## src/rtl/regBankPkg.sv

```systemverilog
package regBankPkg;
  localparam int ADDR_W   = 4;
  localparam int DATA_W   = 8;
  localparam int NUM_REGS = 1 << ADDR_W;

  typedef enum logic [2:0] {
    S_IDLE,
    S_ADDR,
    S_SUB,
    S_DATA,
    S_DROP
  } xferState_t;

  // Strobes from control to datapath, valid for one cycle
  typedef struct packed {
    logic              wrLive;    // immediate write: live and shadow
    logic              wrShadow;  // buffered write: shadow only
    logic              commit;    // copy shadow to live
    logic [ADDR_W-1:0] wrAddr;
    logic [DATA_W-1:0] wrData;
  } bankStrobe_t;
endpackage

```

## src/rtl/regBankCtrl.sv

```systemverilog
module regBankCtrl
  import regBankPkg::*;
#(
  parameter logic [ADDR_W-1:0]   CTRL_SUB  = 4'hA,
  parameter logic [NUM_REGS-1:0] RSVD_MASK = 16'hC800
) (
  input  logic              clk,
  input  logic              rstN,
  input  logic              busStart,
  input  logic              busStop,
  input  logic              rxValid,
  input  logic [DATA_W-1:0] rxByte,
  input  logic              vblankStrobe,
  input  logic              bufEn,
  output bankStrobe_t       strb,
  output logic              ackValid,
  output logic              ackOut,
  output logic              commitPending
);
  xferState_t        stateQ, stateD;
  logic [ADDR_W-1:0] ptrQ, ptrD;
  logic              pendQ, pendD;
  logic              ackQ, ackD, ackVQ, ackVD;
  logic              byteIn;

  assign byteIn = rxValid && !busStart && !busStop;

  always_comb begin
    stateD      = stateQ;
    ptrD        = ptrQ;
    pendD       = pendQ;
    ackD        = 1'b0;
    ackVD       = byteIn;
    strb        = '0;
    strb.wrAddr = ptrQ;
    strb.wrData = rxByte;
    if (vblankStrobe && pendQ) begin
      strb.commit = 1'b1;
      pendD       = 1'b0;
    end
    if (busStart) begin
      stateD = S_ADDR;
    end else if (busStop) begin
      stateD = S_IDLE;
    end else if (rxValid) begin
      unique case (stateQ)
        S_ADDR: begin
          ackD   = 1'b1;
          stateD = S_SUB;
        end
        S_SUB: begin
          if (rxByte[DATA_W-1:ADDR_W] != '0) begin
            stateD = S_DROP;
          end else begin
            ackD   = 1'b1;
            ptrD   = rxByte[ADDR_W-1:0];
            stateD = S_DATA;
          end
        end
        S_DATA: begin
          if (ptrQ == CTRL_SUB) begin
            ackD        = 1'b1;
            strb.wrLive = 1'b1;
            if (!bufEn) ptrD = ptrQ + 1'b1;
          end else if (!pendQ) begin
            ackD = 1'b1;
            if (!RSVD_MASK[ptrQ]) begin
              if (bufEn) begin
                strb.wrShadow = 1'b1;
                pendD         = 1'b1;
              end else begin
                strb.wrLive = 1'b1;
              end
            end
            if (!bufEn) ptrD = ptrQ + 1'b1;
          end
        end
        default: ;
      endcase
    end
  end

  always_ff @(posedge clk or negedge rstN) begin
    if (!rstN) begin
      stateQ <= S_IDLE;
      ptrQ   <= '0;
      pendQ  <= 1'b0;
      ackQ   <= 1'b0;
      ackVQ  <= 1'b0;
    end else begin
      stateQ <= stateD;
      ptrQ   <= ptrD;
      pendQ  <= pendD;
      ackQ   <= ackD;
      ackVQ  <= ackVD;
    end
  end

  assign ackValid      = ackVQ;
  assign ackOut        = ackQ;
  assign commitPending = pendQ;

  p_ack_follows_byte_r2: assert property (@(posedge clk) disable iff (!rstN)
    ackVQ |-> $past(rxValid));

  p_drop_refused_r3: assert property (@(posedge clk) disable iff (!rstN)
    (stateQ == S_DROP && byteIn) |=> (ackVQ && !ackQ));

  p_pend_source_r7: assert property (@(posedge clk) disable iff (!rstN)
    $rose(pendQ) |-> $past(strb.wrShadow));

  p_frozen_ptr_r7: assert property (@(posedge clk) disable iff (!rstN)
    (stateQ == S_DATA && byteIn && bufEn) |=> $stable(ptrQ));

  p_pend_clear_r8: assert property (@(posedge clk) disable iff (!rstN)
    $fell(pendQ) |-> $past(vblankStrobe));
endmodule

```

## src/rtl/regBankData.sv

```systemverilog
module regBankData
  import regBankPkg::*;
#(
  parameter logic [ADDR_W-1:0]   CTRL_SUB  = 4'hA,
  parameter int                  BUF_BIT   = 3,
  parameter logic [NUM_REGS-1:0] RSVD_MASK = 16'hC800
) (
  input  logic                       clk,
  input  logic                       rstN,
  input  bankStrobe_t                strb,
  output logic [NUM_REGS*DATA_W-1:0] regFile,
  output logic                       bufEn
);
  localparam int CTRL_IDX = int'(CTRL_SUB);

  for (genvar gi = 0; gi < NUM_REGS; gi++) begin : g_reg
    if (RSVD_MASK[gi]) begin : g_rsvd
      assign regFile[gi*DATA_W +: DATA_W] = '0;
    end else begin : g_store
      localparam bit IS_CTRL = (gi == CTRL_IDX);
      logic [DATA_W-1:0] liveQ, shadowQ;
      logic              hit;
      assign hit = (strb.wrAddr == ADDR_W'(gi));
      always_ff @(posedge clk or negedge rstN) begin
        if (!rstN) begin
          liveQ   <= '0;
          shadowQ <= '0;
        end else if (strb.wrLive && hit) begin
          liveQ   <= strb.wrData;
          shadowQ <= strb.wrData;
        end else begin
          if (strb.wrShadow && hit) shadowQ <= strb.wrData;
          if (strb.commit && !IS_CTRL) liveQ <= shadowQ;
        end
      end
      assign regFile[gi*DATA_W +: DATA_W] = liveQ;
    end
  end

  assign bufEn = regFile[CTRL_IDX*DATA_W + BUF_BIT];

  p_live_hold_r7: assert property (@(posedge clk) disable iff (!rstN)
    (!strb.wrLive && !strb.commit) |=> $stable(regFile));
endmodule

```

## src/rtl/regBank.sv

```systemverilog
module regBank
  import regBankPkg::*;
#(
  parameter logic [ADDR_W-1:0]   CTRL_SUB  = 4'hA,
  parameter int                  BUF_BIT   = 3,
  parameter logic [NUM_REGS-1:0] RSVD_MASK = 16'hC800
) (
  input  logic                       clk,
  input  logic                       rstN,
  input  logic                       busStart,
  input  logic                       busStop,
  input  logic                       rxValid,
  input  logic [DATA_W-1:0]          rxByte,
  input  logic                       vblankStrobe,
  output logic                       ackValid,
  output logic                       ackOut,
  output logic                       commitPending,
  output logic [NUM_REGS*DATA_W-1:0] regFile
);
  bankStrobe_t strb;
  logic        bufEn;

  regBankCtrl #(.CTRL_SUB(CTRL_SUB), .RSVD_MASK(RSVD_MASK)) u_ctrl (
    .clk(clk), .rstN(rstN), .busStart(busStart), .busStop(busStop),
    .rxValid(rxValid), .rxByte(rxByte), .vblankStrobe(vblankStrobe),
    .bufEn(bufEn), .strb(strb), .ackValid(ackValid), .ackOut(ackOut),
    .commitPending(commitPending)
  );

  regBankData #(.CTRL_SUB(CTRL_SUB), .BUF_BIT(BUF_BIT), .RSVD_MASK(RSVD_MASK)) u_data (
    .clk(clk), .rstN(rstN), .strb(strb), .regFile(regFile), .bufEn(bufEn)
  );
endmodule

```

## config.mk

```make
export PLATFORM = sky130hd
export DESIGN_NAME = regBank
export DESIGN_NICKNAME = d
export VERILOG_FILES = /design/src/rtl/regBankPkg.sv /design/src/rtl/regBankCtrl.sv /design/src/rtl/regBankData.sv /design/src/rtl/regBank.sv
export SDC_FILE = /design/constraint.sdc
export NUM_CORES = 1
export LEC_CHECK = 0
export ABC_CLOCK_PERIOD_IN_PS = 2620
export BUFFER_PORTS_ARGS = -buffer_cell sky130_fd_sc_hd__buf_2
export CELL_PAD_IN_SITES_DETAIL_PLACEMENT = 1
export CELL_PAD_IN_SITES_GLOBAL_PLACEMENT = 2
export CORE_UTILIZATION = 36
export CTS_CLUSTER_SIZE = 28
export DETAILED_ROUTE_END_ITERATION = 6
export PLACE_DENSITY = 0.86
export SKIP_CTS_REPAIR_TIMING = 1
export SYNTH_ARGS = -nofsm -noshare
export SYNTH_HDL_FRONTEND = slang
export SYNTH_HIERARCHICAL = 1
export SYNTH_SLANG_ARGS = --single-unit
```

## constraint.sdc

```tcl
create_clock -name clk -period 2.62 [get_ports clk]
set_input_delay 0.393 -clock clk [delete_from_list [all_inputs] [get_ports clk]]
set_output_delay 0.393 -clock clk [all_outputs]
set_load 0.01 [all_outputs]
```

==> run_results.csv <==
group,metric,value,unit
sta,rsz0062_at_grt,"false",
worst_setup_path,slowest_stage,"or4b_1",
die,rows,60,
final_layout,synthToLayoutAreaGrowth,20.1,%
yosys,ys.flop_type,"dfrtp_1",
power,leakagePower,6.19,nW
clock_tree,cts.clk_slew.worst_paths,60,ps
yosys,synth-xor-area-share,0,%
drt,avgRoutedWirePerCell,20.0,um
global_route,overflow,0,
drt,ant_nets,0,
drt,vias,5876,
yosys,synth_compound_area_share,1.55,%
placement,dp_hpwl,15000,um
worst_setup_path,crit_required,3020,ps
yosys,synth_fa_ha_area_share,0.255,%
yosys,synth_mux_area_share,34.5,%
power,pwr-share-seq,47.4,%
worst_setup_path,critPathTopFamily,"simple AND/OR/NAND/NOR gates",
die,num_io_pins,145,
drt,initialDrtViolationCount,223,
drt,vias_per_cell,5.01,
worst_setup_path,slowest_delay,470,ps
sta,slew_headroom,52.0,%
worst_hold_path,hp-class,"in -> reg",
job,max-cap-violations,0,
global_route,grt_pass1_wl,37900,um
worst_setup_path,critPathKind,"reg -> reg",
power,power_density,598,nW/um2
power,p_comb_share,6.5,%
worst_setup_path,ff2ff_setup_slack,110,ps
yosys,yosysWarnings,6,
sta,holdWs,165,ps
drt,drcViolationCount,0,
global_route,grt_max_degree,88,
worst_setup_path,worst-path-buf-inv,1,
run_status,status,"completed",
clock_tree,htreeDepth,1,
sta,fin_crit_sh,96.0,%
sta,fin_tns_setup,0,ps
clock_tree,numCtsBuffers,24,
clock_tree,clkLatencyLatePin,510,ps
yosys,syn_area,9820,um2
die,dieArea,28000,um2
worst_setup_path,crit_path_start_kind,"register",
worst_hold_path,hold_path_end,"u_ctrl/commitPending$_DFF_PN0_",
worst_setup_path,setup.worst_path.end_class,"register",
sta,worst_slew_pin_slew,719,ps
yosys,ys_seq_area_share,53.5,%
placement,io_buffers,120,
clock_tree,clockBufferDepth,3,
sta,fin_crit,2510,ps
placement,gp_congestion,0.724,
clock_tree,tritoncts,"done",
final_layout,fill_cells,2756,
yosys,netlist_instances,677,
final_layout,regArea,5260,um2
clock_tree,clockRootBuffer,"clkbuf_16",
die,core,26900,um2
sta,hold_viol,0,
sta,setup_viol,0,
yosys,yosys.cell_types.count,46,
global_route,grt_antenna_before_repair,1,
drt,drt_wl_total,23500,um
yosys,synth_top_family_by_area,"multiplexers",
die,die_width,167,um
worst_setup_path,timing.rr.start,"u_ctrl/ptrQ[1]$_DFFE_PN0P_",
power,swShare,23.3,%
yosys,synth_simple_gate_area_share,5.32,%
final_layout,multiInputGateArea,4220,um2
worst_setup_path,reg2reg_to,"u_data/g_reg[0].g_store.shadowQ[7]$_DFFE_PN0P_",
sta,fmax,398,MHz
clock_tree,cts_sinks,210,
power,p_sw,1.65,mW
power,clkPwrFrac,46.1,%
worst_setup_path,r2r_cells,8,
worst_setup_path,worst-path-max-fanout,8,
yosys,synthArstFlopShare,100,%
global_route,grt_pass1_vias,6429,
final_layout,drive_above_1_share,64.4,%
die,die_h,167,um
drt,drt_first_pass_iters,4,
sta,skew,8.43,ps
yosys,avgSynthCellArea,14.5,um2
final_layout,fin_util,43.9,%
yosys,ys_ff_latch,210,
power,peakVddDrop,0.000439,V
sta,slew_viol_final,0,
power,internal-power,5.41,mW
worst_setup_path,worst_ep_arrival_time,2910,ps
yosys,synth_edf_count,0,
global_route,grt_usage,17.3,%
worst_hold_path,hold-path-cell-count,3,
die,start_util,36.6,%
final_layout,nets,833,
worst_setup_path,critical_path.cell_chain,"ha_2, mux2_1, a21o_1, and4b_2, nor2_4, or4b_1, buf_4, mux2_2",
worst_hold_path,min_from,"vblankStrobe",
==> tightest hold or removal path, cell delays in order <==
cell and delay (ps):
buf_2 100, inv_1 40, a21o_1 100
==> kinds of logic after synthesis <==
kind of cell,after synthesis
AO/OA/AOI/OAI,20
adder cells (fa/ha/maj),2
buffers and inverters,81
flip-flops,210
multiplexers,298
other,1
AND/OR/NAND/NOR,65
==> cell type report <==
| cell class | instances | share of cell area [%] |
|---|---|---|
| well taps | 341 | 3.62 |
| repair buffers | 168 | 9.40 |
| flip-flops and latches | 210 | 44.5 |
| clock buffers | 32 | 5.86 |
| multi-input cells | 409 | 35.8 |
| clock inverters | 9 | 0.636 |
| inverters | 4 | 0.127 |
| diodes | 1 | 0.0212 |
==> power by group through the flow <==
stage | Clock, mW | Combinational [mW] | Sequential (mW)
finish | 3.25 | 0.460 | 3.35
global route | 3.48 | 0.509 | 3.35
CTS | 3.36 | 0.457 | 3.35
detailed placement | 0 | 0.456 | 3.41
global placement | 0 | 0.444 | 3.40
floorplan | 0 | 0.279 | 3.41
==> cell usage after synthesis, drive strengths merged, types with 2 or more instances <==
master,instances,area (um2)
and3,2,12.5
o221ai,2,17.5
a21oi,7,46.3
nand3b,4,30.0
o2bb2ai,2,17.5
nor4,5,106
ha,2,25.0
clkbuf,28,105
nor3b,4,30.0
and4b,2,21.3
inv,4,15.0
a21o,2,15.0
o21ai,4,31.3
nor2b,2,12.5
or4,2,18.8
and2,3,20.0
mux2,298,3390
nor3,8,70.1
buf,49,354
nand2,7,26.3
nand2b,8,57.6
dfrtp,210,5260
nor2,11,48.8
==> worst max-delay path by stage <==
stage | start | slack, ps | cells past startpoint | endpoint
6_report | u_ctrl/ptrQ[1]$_DFFE_PN0P_ | 110 | 8 | u_data/g_reg[0].g_store.shadowQ[7]$_DFFE_PN0P_
5_1_grt | u_ctrl/ptrQ[1]$_DFFE_PN0P_ | 0.5 | 10 | u_data/g_reg[6].g_store.liveQ[3]$_DFFE_PN0P_
4_1_cts | u_ctrl/ptrQ[0]$_DFFE_PN0P_ | -90 | 10 | u_data/g_reg[1].g_store.liveQ[0]$_DFFE_PN0P_
3_5_place_dp | u_ctrl/ptrQ[0]$_DFFE_PN0P_ | -70 | 10 | u_data/g_reg[1].g_store.liveQ[0]$_DFFE_PN0P_
3_3_place_gp | u_ctrl/ptrQ[0]$_DFFE_PN0P_ | 10 | 10 | u_data/g_reg[1].g_store.liveQ[6]$_DFFE_PN0P_
2_1_floorplan | u_ctrl/ptrQ[1]$_DFFE_PN0P_ | 10 | 10 | u_data/g_reg[1].g_store.shadowQ[0]$_DFFE_PN0P_
==> flip-flops by register name, summed over array words and instances, names as in the netlist <==
register	cells
u_ctrl/ptrQ	4
u_ctrl/stateQ	3
u_data/g.g_store.liveQ	104
u_ctrl/commitPending	1
u_ctrl/ackOut	1
u_data/g.g_store.shadowQ	96
u_ctrl/ackValid	1
==> placed cells by master, fill, tap and decap left out, drive strengths merged <==
| cell | netlist | routed |
|---|---|---|
| mux2 | 298 | 298 |
| clkinvlp | 0 | 2 |
| nand3b | 4 | 4 |
| nor4 | 5 | 5 |
| a21o | 2 | 2 |
| or3 | 1 | 1 |
| clkinv | 0 | 6 |
| dlygate4sd3 | 0 | 1 |
| or4 | 2 | 2 |
| diode | 0 | 1 |
| o21ai | 4 | 4 |
| nor3b | 4 | 4 |
| o221ai | 2 | 2 |
| o2bb2ai | 2 | 2 |
| nand3 | 1 | 1 |
| nand2 | 7 | 7 |
| nor2b | 2 | 2 |
| conb | 1 | 24 |
| and2b | 1 | 1 |
| and3 | 2 | 2 |
| nor4b | 1 | 1 |
| nor2 | 11 | 11 |
| a211oi | 1 | 1 |
| or4b | 1 | 1 |
| o31ai | 1 | 1 |
| or2b | 1 | 1 |
| dfrtp | 210 | 210 |
| inv | 4 | 4 |
| ha | 2 | 2 |
| nor3 | 8 | 8 |
| a21oi | 7 | 7 |
| and2 | 3 | 3 |
| nand4 | 1 | 1 |
| buf | 49 | 166 |
| a32o | 1 | 1 |
| clkbuf | 28 | 33 |
| bufinv | 0 | 1 |
| nand2b | 8 | 8 |
| and4b | 2 | 2 |
==> metrics by stage <==
step	std cells	cell area [um2]	setup WS [ps]	total power, mW
floorplan	700	9910	13.9	3.69
detailed placement	1128	10900	-69.1	3.86
global placement	1128	10900	14.4	3.85
CTS	1169	11700	-90.1	7.16
global route	1173	11800	0.538	7.34
finish	1174	11800	105	7.06
==> per-layer routing <==
| layer | vias to the layer above | part of all wire [%] | GRT usage [%] | wire length [um] |
|---|---|---|---|---|
| met5 | - | 0 | 0 | 0 |
| met4 | 0 | 1.9 | 4.11 | 451 |
| met3 | 40 | 4.6 | 3.33 | 1080 |
| met2 | 128 | 49 | 29.3 | 11400 |
| met1 | 3063 | 45 | 22.9 | 10500 |
| li1 | 2645 | - | - | - |
Note: power is estimated with default switching activity, not from simulation.
